$ cat src/rtl/xret_pkg.sv
package xret_pkg;

   localparam int INSN_W = 32;
   localparam int PRV_W  = 2;
   localparam int N_PRV  = 4;

   typedef enum logic [PRV_W-1:0] {
      PRV_U = 2'd0,
      PRV_S = 2'd1,
      PRV_H = 2'd2,
      PRV_M = 2'd3
   } prv_e;

   typedef enum logic [2:0] {
      OP_NONE,
      OP_ECALL,
      OP_EBREAK,
      OP_URET,
      OP_SRET,
      OP_HRET,
      OP_MRET
   } sysop_e;

   localparam logic [INSN_W-1:0] ENC_ECALL  = 32'h0000_0073;
   localparam logic [INSN_W-1:0] ENC_EBREAK = 32'h0010_0073;
   localparam logic [INSN_W-1:0] ENC_URET   = 32'h0020_0073;
   localparam logic [INSN_W-1:0] ENC_SRET   = 32'h1020_0073;
   localparam logic [INSN_W-1:0] ENC_HRET   = 32'h2020_0073;
   localparam logic [INSN_W-1:0] ENC_MRET   = 32'h3020_0073;

   localparam int CAUSE_ILLEGAL    = 2;
   localparam int CAUSE_BREAK      = 3;
   localparam int CAUSE_ECALL_BASE = 8;

endpackage

$ cat src/rtl/xret_decode.sv
module xret_decode
   import xret_pkg::*;
#(
   parameter int CAUSE_W = 4
)(
   input  logic [INSN_W-1:0]  ins_word,
   input  logic [PRV_W-1:0]   cur_prv,
   output logic               take_ret,
   output logic               ret_is_m,
   output logic               raise_exc,
   output logic [CAUSE_W-1:0] exc_code
);

   sysop_e op;
   prv_e   prv;

   assign prv = prv_e'(cur_prv);

   always_comb begin
      case (ins_word)
         ENC_ECALL:  op = OP_ECALL;
         ENC_EBREAK: op = OP_EBREAK;
         ENC_URET:   op = OP_URET;
         ENC_SRET:   op = OP_SRET;
         ENC_HRET:   op = OP_HRET;
         ENC_MRET:   op = OP_MRET;
         default:    op = OP_NONE;
      endcase
   end

   always_comb begin
      take_ret  = 1'b0;
      ret_is_m  = 1'b0;
      raise_exc = 1'b0;
      exc_code  = '0;
      case (op)
         OP_MRET: begin
            if (prv == PRV_M) begin
               take_ret = 1'b1;
               ret_is_m = 1'b1;
            end else begin
               raise_exc = 1'b1;
               exc_code  = CAUSE_W'(CAUSE_ILLEGAL);
            end
         end
         OP_SRET: begin
            if (prv != PRV_U) begin
               take_ret = 1'b1;
            end else begin
               raise_exc = 1'b1;
               exc_code  = CAUSE_W'(CAUSE_ILLEGAL);
            end
         end
         OP_URET, OP_HRET: begin
            raise_exc = 1'b1;
            exc_code  = CAUSE_W'(CAUSE_ILLEGAL);
         end
         OP_ECALL: begin
            raise_exc = 1'b1;
            exc_code  = CAUSE_W'(CAUSE_ECALL_BASE) + CAUSE_W'(cur_prv);
         end
         OP_EBREAK: begin
            raise_exc = 1'b1;
            exc_code  = CAUSE_W'(CAUSE_BREAK);
         end
         default: begin
            take_ret = 1'b0;
         end
      endcase
   end

endmodule

$ cat src/rtl/xret_sts_calc.sv
module xret_sts_calc
   import xret_pkg::*;
#(
   parameter int STS_W    = 32,
   parameter int IE_BASE  = 0,
   parameter int SPIE_POS = 5,
   parameter int MPIE_POS = 7,
   parameter int SPP_POS  = 8,
   parameter int MPP_LO   = 11
)(
   input  logic               sel_m,
   input  logic [STS_W-1:0]   cur_sts,
   output logic [STS_W-1:0]   nxt_sts,
   output logic [PRV_W-1:0]   nxt_prv
);

   logic [PRV_W-1:0] prev;
   logic             pie;
   logic [N_PRV-1:0] ie_new;

   assign prev = sel_m ? cur_sts[MPP_LO +: PRV_W] : {1'b0, cur_sts[SPP_POS]};
   assign pie  = sel_m ? cur_sts[MPIE_POS] : cur_sts[SPIE_POS];

   for (genvar gi = 0; gi < N_PRV; gi++) begin : g_ie
      assign ie_new[gi] = (prev == PRV_W'(gi)) ? pie : cur_sts[IE_BASE + gi];
   end

   always_comb begin
      nxt_sts = cur_sts;
      nxt_sts[IE_BASE +: N_PRV] = ie_new;
      if (sel_m) begin
         nxt_sts[MPIE_POS]        = 1'b0;
         nxt_sts[MPP_LO +: PRV_W] = PRV_U;
      end else begin
         nxt_sts[SPIE_POS] = 1'b0;
         nxt_sts[SPP_POS]  = 1'b0;
      end
   end

   assign nxt_prv = prev;

endmodule

$ cat src/rtl/xret_priv_unit.sv
module xret_priv_unit
   import xret_pkg::*;
#(
   parameter int PC_W     = 32,
   parameter int STS_W    = 32,
   parameter int CAUSE_W  = 4,
   parameter int IE_BASE  = 0,
   parameter int SPIE_POS = 5,
   parameter int MPIE_POS = 7,
   parameter int SPP_POS  = 8,
   parameter int MPP_LO   = 11
)(
   input  logic                clk,
   input  logic                rst,
   input  logic                ins_vld,
   input  logic [INSN_W-1:0]   ins_word,
   input  logic [PRV_W-1:0]    cur_prv,
   input  logic [STS_W-1:0]    cur_sts,
   input  logic [PC_W-1:0]     mepc,
   input  logic [PC_W-1:0]     sepc,
   output logic                rdr_vld,
   output logic [PC_W-1:0]     rdr_pc,
   output logic                ser_pulse,
   output logic [PRV_W-1:0]    new_prv,
   output logic [STS_W-1:0]    new_sts,
   output logic                sts_we,
   output logic                exc_vld,
   output logic [CAUSE_W-1:0]  exc_cause
);

   localparam int IE_TOP   = IE_BASE + N_PRV - 1;
   localparam int MPP_TOP  = MPP_LO + PRV_W - 1;
   localparam int MAX_CODE = CAUSE_ECALL_BASE + N_PRV - 1;

   if (MPP_TOP >= STS_W || SPP_POS >= STS_W || MPIE_POS >= STS_W || SPIE_POS >= STS_W) begin : g_bad_fit
      $error("status field lies outside STS_W");
   end
   if ((SPIE_POS >= IE_BASE && SPIE_POS <= IE_TOP) || (MPIE_POS >= IE_BASE && MPIE_POS <= IE_TOP)) begin : g_bad_ovl
      $error("previous-enable field overlaps the enable bits");
   end
   if (MAX_CODE >= (1 << CAUSE_W)) begin : g_bad_cause
      $error("CAUSE_W too narrow for environment-call codes");
   end

   logic               take_ret;
   logic               ret_is_m;
   logic               raise_exc;
   logic [CAUSE_W-1:0] exc_code;
   logic [STS_W-1:0]   nxt_sts;
   logic [PRV_W-1:0]   nxt_prv;
   logic               fire_ret;
   logic               fire_exc;

   xret_decode #(.CAUSE_W(CAUSE_W)) u_dec (
      .ins_word  (ins_word),
      .cur_prv   (cur_prv),
      .take_ret  (take_ret),
      .ret_is_m  (ret_is_m),
      .raise_exc (raise_exc),
      .exc_code  (exc_code)
   );

   xret_sts_calc #(
      .STS_W    (STS_W),
      .IE_BASE  (IE_BASE),
      .SPIE_POS (SPIE_POS),
      .MPIE_POS (MPIE_POS),
      .SPP_POS  (SPP_POS),
      .MPP_LO   (MPP_LO)
   ) u_sts (
      .sel_m    (ret_is_m),
      .cur_sts  (cur_sts),
      .nxt_sts  (nxt_sts),
      .nxt_prv  (nxt_prv)
   );

   assign fire_ret = ins_vld & take_ret;
   assign fire_exc = ins_vld & raise_exc;

   always_ff @(posedge clk) begin
      if (rst) begin
         rdr_vld   <= 1'b0;
         ser_pulse <= 1'b0;
         sts_we    <= 1'b0;
         exc_vld   <= 1'b0;
         exc_cause <= '0;
         rdr_pc    <= '0;
         new_prv   <= PRV_M;
         new_sts   <= '0;
      end else begin
         rdr_vld   <= fire_ret;
         ser_pulse <= fire_ret;
         sts_we    <= fire_ret;
         exc_vld   <= fire_exc;
         exc_cause <= fire_exc ? exc_code : '0;
         if (fire_ret) begin
            rdr_pc  <= ret_is_m ? mepc : sepc;
            new_prv <= nxt_prv;
            new_sts <= nxt_sts;
         end
      end
   end

endmodule

$ cat config.mk
export PLATFORM = sky130hd
export DESIGN_NAME = xret_priv_unit
export DESIGN_NICKNAME = d
export VERILOG_FILES = /design/src/rtl/xret_pkg.sv /design/src/rtl/xret_decode.sv /design/src/rtl/xret_sts_calc.sv /design/src/rtl/xret_priv_unit.sv
export SDC_FILE = /design/constraint.sdc
export NUM_CORES = 1
export LEC_CHECK = 0
export ABC_AREA = 0
export BUFFER_PORTS_ARGS = -buffer_cell sky130_fd_sc_hd__buf_2
export CORE_MARGIN = 2
export CORE_UTILIZATION = 45
export DETAILED_ROUTE_END_ITERATION = 16
export GPL_TIMING_DRIVEN = 0
export PLACE_DENSITY = 0.88
export SYNTH_ARGS = -nofsm -noshare
export SYNTH_HDL_FRONTEND = slang
export SYNTH_SLANG_ARGS = --single-unit
$ cat constraint.sdc
create_clock -name clk -period 3.6 [get_ports clk]
set_input_delay 0.36 -clock clk [delete_from_list [all_inputs] [get_ports clk]]
set_output_delay 0.36 -clock clk [all_outputs]
set_load 0.03 [all_outputs]
Yosys cells after proc, flatten, opt, wreduce, memory -nomap -nowiden
Index checks and enable logic that the tools add are counted.

word-level totals
  register bits = 72
  input port bits = 133
  output and inout port bits = 74
  logic and storage cells = 53

cells by class
  $add $sub $neg = 1
  equality and inequality tests = 16
  mux-type cells = 22
  bitwise gates (word level) = 3
  reductions and logical operators = 5

operators by type and width
  cell                                                                     number
  32-bit by 30-bit equality test with 1-bit output, second input constant  2
  32-bit by 21-bit equality test with 1-bit output, second input constant  1
  32-bit by 22-bit equality test with 1-bit output, second input constant  1
  32-bit by 29-bit equality test with 1-bit output, second input constant  1
  32-bit by 7-bit equality test with 1-bit output, second input constant   1
  32-bit 2-to-1 mux                                                        1
  4-bit case mux with 5 select lines                                       1
  3-bit case mux with 6 select lines                                       1
  1-bit 2-to-1 mux                                                         13
  3-bit equality test, second input constant                               3
  2-bit 2-to-1 mux                                                         4
  2-bit equality test, second input constant                               3
  3-bit by 2-bit equality test with 1-bit output, second input constant    2
  4-bit by 2-bit adder with 4-bit output, first input constant             1
  2-bit OR reduction                                                       2
  4-bit OR reduction                                                       1
  3-bit by 1-bit equality test with 1-bit output, second input constant    1
  1-bit case mux with 3 select lines                                       1
  1-bit bitwise AND                                                        2
  2-bit by 1-bit equality test with 1-bit output, second input constant    1
  2-bit logical NOT                                                        1
  1-bit case mux with 2 select lines                                       1
  2-bit nonzero test                                                       1
  1-bit NOT                                                                1

Longest topological paths before layout
  word-level depth = 8
  mapped depth = 8

By module
Synthesis repeated with hierarchy kept, for this count alone.

unflattened totals
  cell total of the unflattened synthesis = 395
  area, all modules = 3875.0 um2

modules (own cells, without submodules)
  module          instances  cells an instance  area an instance (um2)
  xret_priv_unit  1          315                3296.9
  xret_sts_calc   1          47                 346.6
  xret_decode     1          33                 231.5

Worst setup path before layout
OpenSTA, ideal clock, no wires.

  kind = in2reg
  start point = input port ins_word[24]
  end point = register rdr_pc[10]
  data arrival time = 2.097 ns
  slack = 1.417 ns
  stages = 7
  cells stage by stage = nor4_1 -> nand3_1 -> or4_4 -> buf_6 -> buf_2 -> mux2i_1 -> a211oi_1

on the way
  word-level cells in the longest chain between the ends = 5
  elaborated cells on any way between the ends = 13
  those cells by class = eq/ne: 8; mux: 4; bitwise: 1

RTL lines
  what                                                                           RTL line                                    source
  start: declaration                                                             xret_priv_unit.sv:16                        input logic [INSN_W-1:0] ins_word,
  32-bit by 30-bit equality test with 1-bit output (tied with other cells)       xret_decode.sv:20                           case (ins_word)
  3-bit case mux with 6 select lines *                                           xret_decode.sv:20
  3-bit equality test                                                            xret_decode.sv:36                           case (op)
  1-bit case mux with 2 select lines / 1-bit 2-to-1 mux (equally long branches)  xret_decode.sv:36
  1-bit bitwise AND / 32-bit 2-to-1 mux (equally long branches)                  xret_priv_unit.sv:77, xret_priv_unit.sv:97
  end signal: assignment                                                         xret_priv_unit.sv:97                        rdr_pc <= ret_is_m ? mepc : sepc;
  end: declaration                                                               xret_priv_unit.sv:22                        output logic [PC_W-1:0] rdr_pc,

Mark *: on every way between the ends. The rest lies on a longest branch, timed or not.
A chain may end at the register's enable or synchronous reset.

Final worst setup path
  start point = input port ins_word[24]
  end point = register rdr_pc[23]

The elaborated chain is that of the path after synthesis.

==> results by group <==
STA
  – Worst slew margin: 53.9%
  – Final Slew Violations: 0
  – Final Hold Fails: 0
  – Final Skew: 0 ns
  – Hold slack: 0.241 ns
  – Worst Slack Setup Final: 1.38 ns
  – RSZ-0062 raised after global routing: no
  – Setup TNS: 0 ns
  – Worst slew pin tran: 0.685 ns
  – Final critical-path required period: 2.22 ns
  – Fin crit share: 61.7%
  – Fmax: 450 MHz
  – Final setup viols: 0

Floorplan
  – FP Rows: 30
  – Initial Util: 46.5%
  – Boundary pin count: 207
  – Die Ht: 87.8 µm
  – Die width: 87.8 µm
  – Full die area: 0.00770 mm²
  – Core area: 0.00679 mm²

Drt
  – DR vias: 3,393
  – Drt drc: 0
  – DR WL/cell: 14.0 µm
  – Post-Route WL: 9430 µm
  – DR pass1 iterations: 4
  – Detail Route Antenna Nets: 0
  – Vias per cell: 5.04
  – Initial drt markers: 96

Critical path
  – Critical path type: primary input to flop
  – Crit path max fanout: 10
  – Worst path most repeated cell: buf_2
  – Slowest cell on the critical path: or4_4
  – Reg2reg end: new_prv[1]
  – Worst endpoint data arrival time: 2.48 ns
  – R2r setup slk: 2.87 ns
  – CP delay by family, top: simple AND/OR/NAND/NOR gates
  – WP buf/inv: 3
  – R2R cell count: 1
  – Worst reg2reg path startpoint: new_prv[1]
  – CP Launch Type: primary input
  – Crit-path cells: buf_2 -> nor4_1 -> nand3_1 -> or4_4 -> buf_6 -> buf_2 -> mux2i_1 -> a211oi_1
  – Crit path largest cell delay: 0.59 ns
  – CP required: 3.86 ns
  – CP endpoint kind: flop

Pwr
  – Peak supply drop: 279 µV
  – Leak: 2.26 nW
  – Power Dens Cells: 364 mW/mm²
  – Final Total Pwr: 1.65 mW

Finish
  – NumNets Final: 705
  – Layout area overhead: 43.4%
  – ANT cells: 0
  – Seq. cell area: 0.00142 mm²
  – Fillers: 569
  – Area of the multi-input gates: 0.00159 mm²
  – Share of cells above drive strength 1: 42.1%

Place
  – GP Congestion: 0.859
  – PortBufs: 204
  – Post-DP HPWL: 7450 µm
  – Place WS: 1.03 ns

Worst hold path
  – WHS Endpoint: new_sts[19]
  – Hold WC Path Type: primary input to flop
  – Hold Crit Start: cur_sts[19]
  – Hold path cells: 3

Global routing
  – Initial antenna violation count: 0
  – Total global-route track usage: 23.8%
  – Vias in the first global route: 3,163
  – Total gr overflow: 0
  – First-pass GRT wire length: 14,300 µm
  – Largest net degree at the start of global routing: 15

Synth
  – Sequential share of the synthesized area: 45.0%
  – Synth warnings: 0
  – Average size of a mapped cell: 8.84 µm²
  – Number of synthesized flops with an enable pin: 0
  – Mapped cell area: 0.00316 mm²
  – Post-synth net total: 490
  – Post-synthesis cell type count: 46
  – Main synth FF type: dfxtp_1
  – FF+latch count, synth: 71
  – Gate Count Post-Synth: 357
  – Ys async rst share: 0%

CTS
  – Clk sinks: 71
  – Longest Clk Path Bufs: 2
  – CTS Buf Count: 9
  – Clk Latency, worst-skew pair: 0.35 ns
  – Resize count post-CTS: 0
  – H-Tree Depth: 3
  – CTS tree: done
  – Setup Fix Bufs, Post-CTS: 0
  – Root buffer cell: clkbuf_8
  – Hold buffer count at cts: 0
  – Clock slew at reported path FFs: 0.08 ns

Run
  – Max Cap Viol: 0

Run status
  – Outcome: complete, no violations
synth_stat cells, types with 2 or more instances:
master | n | area [µm²]
dfxtp_1 | 71 | 1420
nand2_1 | 55 | 206
nor2_1 | 46 | 173
a211oi_1 | 35 | 263
mux2i_1 | 35 | 350
a21oi_1 | 30 | 150
clkbuf_1 | 15 | 56.3
buf_2 | 7 | 35.0
nand3_1 | 6 | 30.0
nor4_1 | 6 | 37.5
buf_4 | 3 | 22.5
inv_1 | 3 | 11.3
a211o_1 | 2 | 17.5
a22oi_1 | 2 | 15.0
and4bb_2 | 2 | 25.0
buf_1 | 2 | 7.51
nand2b_1 | 2 | 12.5
nand3b_1 | 2 | 15.0
nand4_1 | 2 | 12.5
nor4_2 | 2 | 25.0
o21bai_1 | 2 | 15.0
o31ai_1 | 2 | 15.0
o41ai_2 | 2 | 32.5
worst max-delay path by stage:
stage          slack (ns)  cells past startpoint          from          to
3_3_place_gp         1.11                      8  ins_word[24]  rdr_pc[10]
6_report             1.38                      8  ins_word[24]  rdr_pc[23]
4_1_cts              1.40                      8  ins_word[24]  rdr_pc[10]
5_1_grt              1.15                      8  ins_word[24]  rdr_pc[23]
3_5_place_dp         1.03                      8  ins_word[24]  rdr_pc[23]
2_1_floorplan        1.42                      7  ins_word[24]  rdr_pc[10]
flip-flops by register name, summed over array words and instances, names as in the netlist:
name / cells
exc_vld: 1
new_prv: 2
new_sts: 32
rdr_pc: 32
sts_we: 1
exc_cause: 3
power by group:
| part | switching, mW | internal (mW) | leakage (nW) | total (mW) |
|---|---|---|---|---|
| registers | 0.000000000183 | 0.784 | 0.572 | 0.784 |
| logic | 0.0607 | 0.0710 | 1.58 | 0.132 |
| clock network | 0.334 | 0.398 | 0.108 | 0.732 |
| total | 0.395 | 1.25 | 2.26 | 1.65 |
metal layers:
layer  GRT usage (%)  vias to the layer above  routed length [µm]
li1                -                     1700                   -
met2            42.7                      155                4740
met5               0                        -                   0
met4            8.11                        0                 160
met3            8.01                       17                 885
met1            26.2                     1521                3640
cells by family (layout without fill, tap and decap cells):
kind of cell    after synthesis  in the layout  synth area share [%]
simple gates                134            134                  20.3
buf+inv                      31            251                  4.56
mux                          35             35                  11.1
other cells                   1              1                 0.119
compound gates               84             84                  18.6
flops                        71             71                  45.0
xor+xnor                      1              1                 0.277
worst min-delay path, cell delays in order:
cell and delay (ns):
buf_2 0.09, nand2_1 0.04, a21oi_1 0.05
through the flow:
stage | instance area, µm² | util [%] | instances
6_report | 4530 | 66.6 | 673
3_5_place_dp | 4300 | 63.3 | 657
3_3_place_gp | 4300 | 63.3 | 657
4_1_cts | 4530 | 66.6 | 673
5_1_grt | 4530 | 66.6 | 673
2_1_floorplan | 3160 | - | 357
layout by cell type (no fill, tap or decap), types with 2 or more instances in the layout:
cell        count
buf_2         211
dfxtp_1        71
nand2_1        55
nor2_1         46
mux2i_1        35
a211oi_1       35
a21oi_1        30
clkbuf_1       15
clkbuf_8        9
nor4_1          6
nand3_1         6
inv_1           3
buf_4           3
nor4_2          2
and4bb_2        2
nand2b_1        2
nand4_1         2
o21bai_1        2
a22oi_1         2
buf_1           2
o31ai_1         2
nand3b_1        2
o41ai_2         2
a211o_1         2
clkinvlp_4      2
bufinv_16       2
area by class of cell:
class	instances	area share, %
Buffer	28	2.93
Inverter	3	0.249
Tap cell	96	2.65
Clock inverter	7	2.29
Sequential cell	71	31.4
Timing Repair Buffer	204	22.6
Multi-Input combinational cell	255	35.2
Clock buffer	9	2.74
Note: power is estimated with default switching activity, not from simulation.
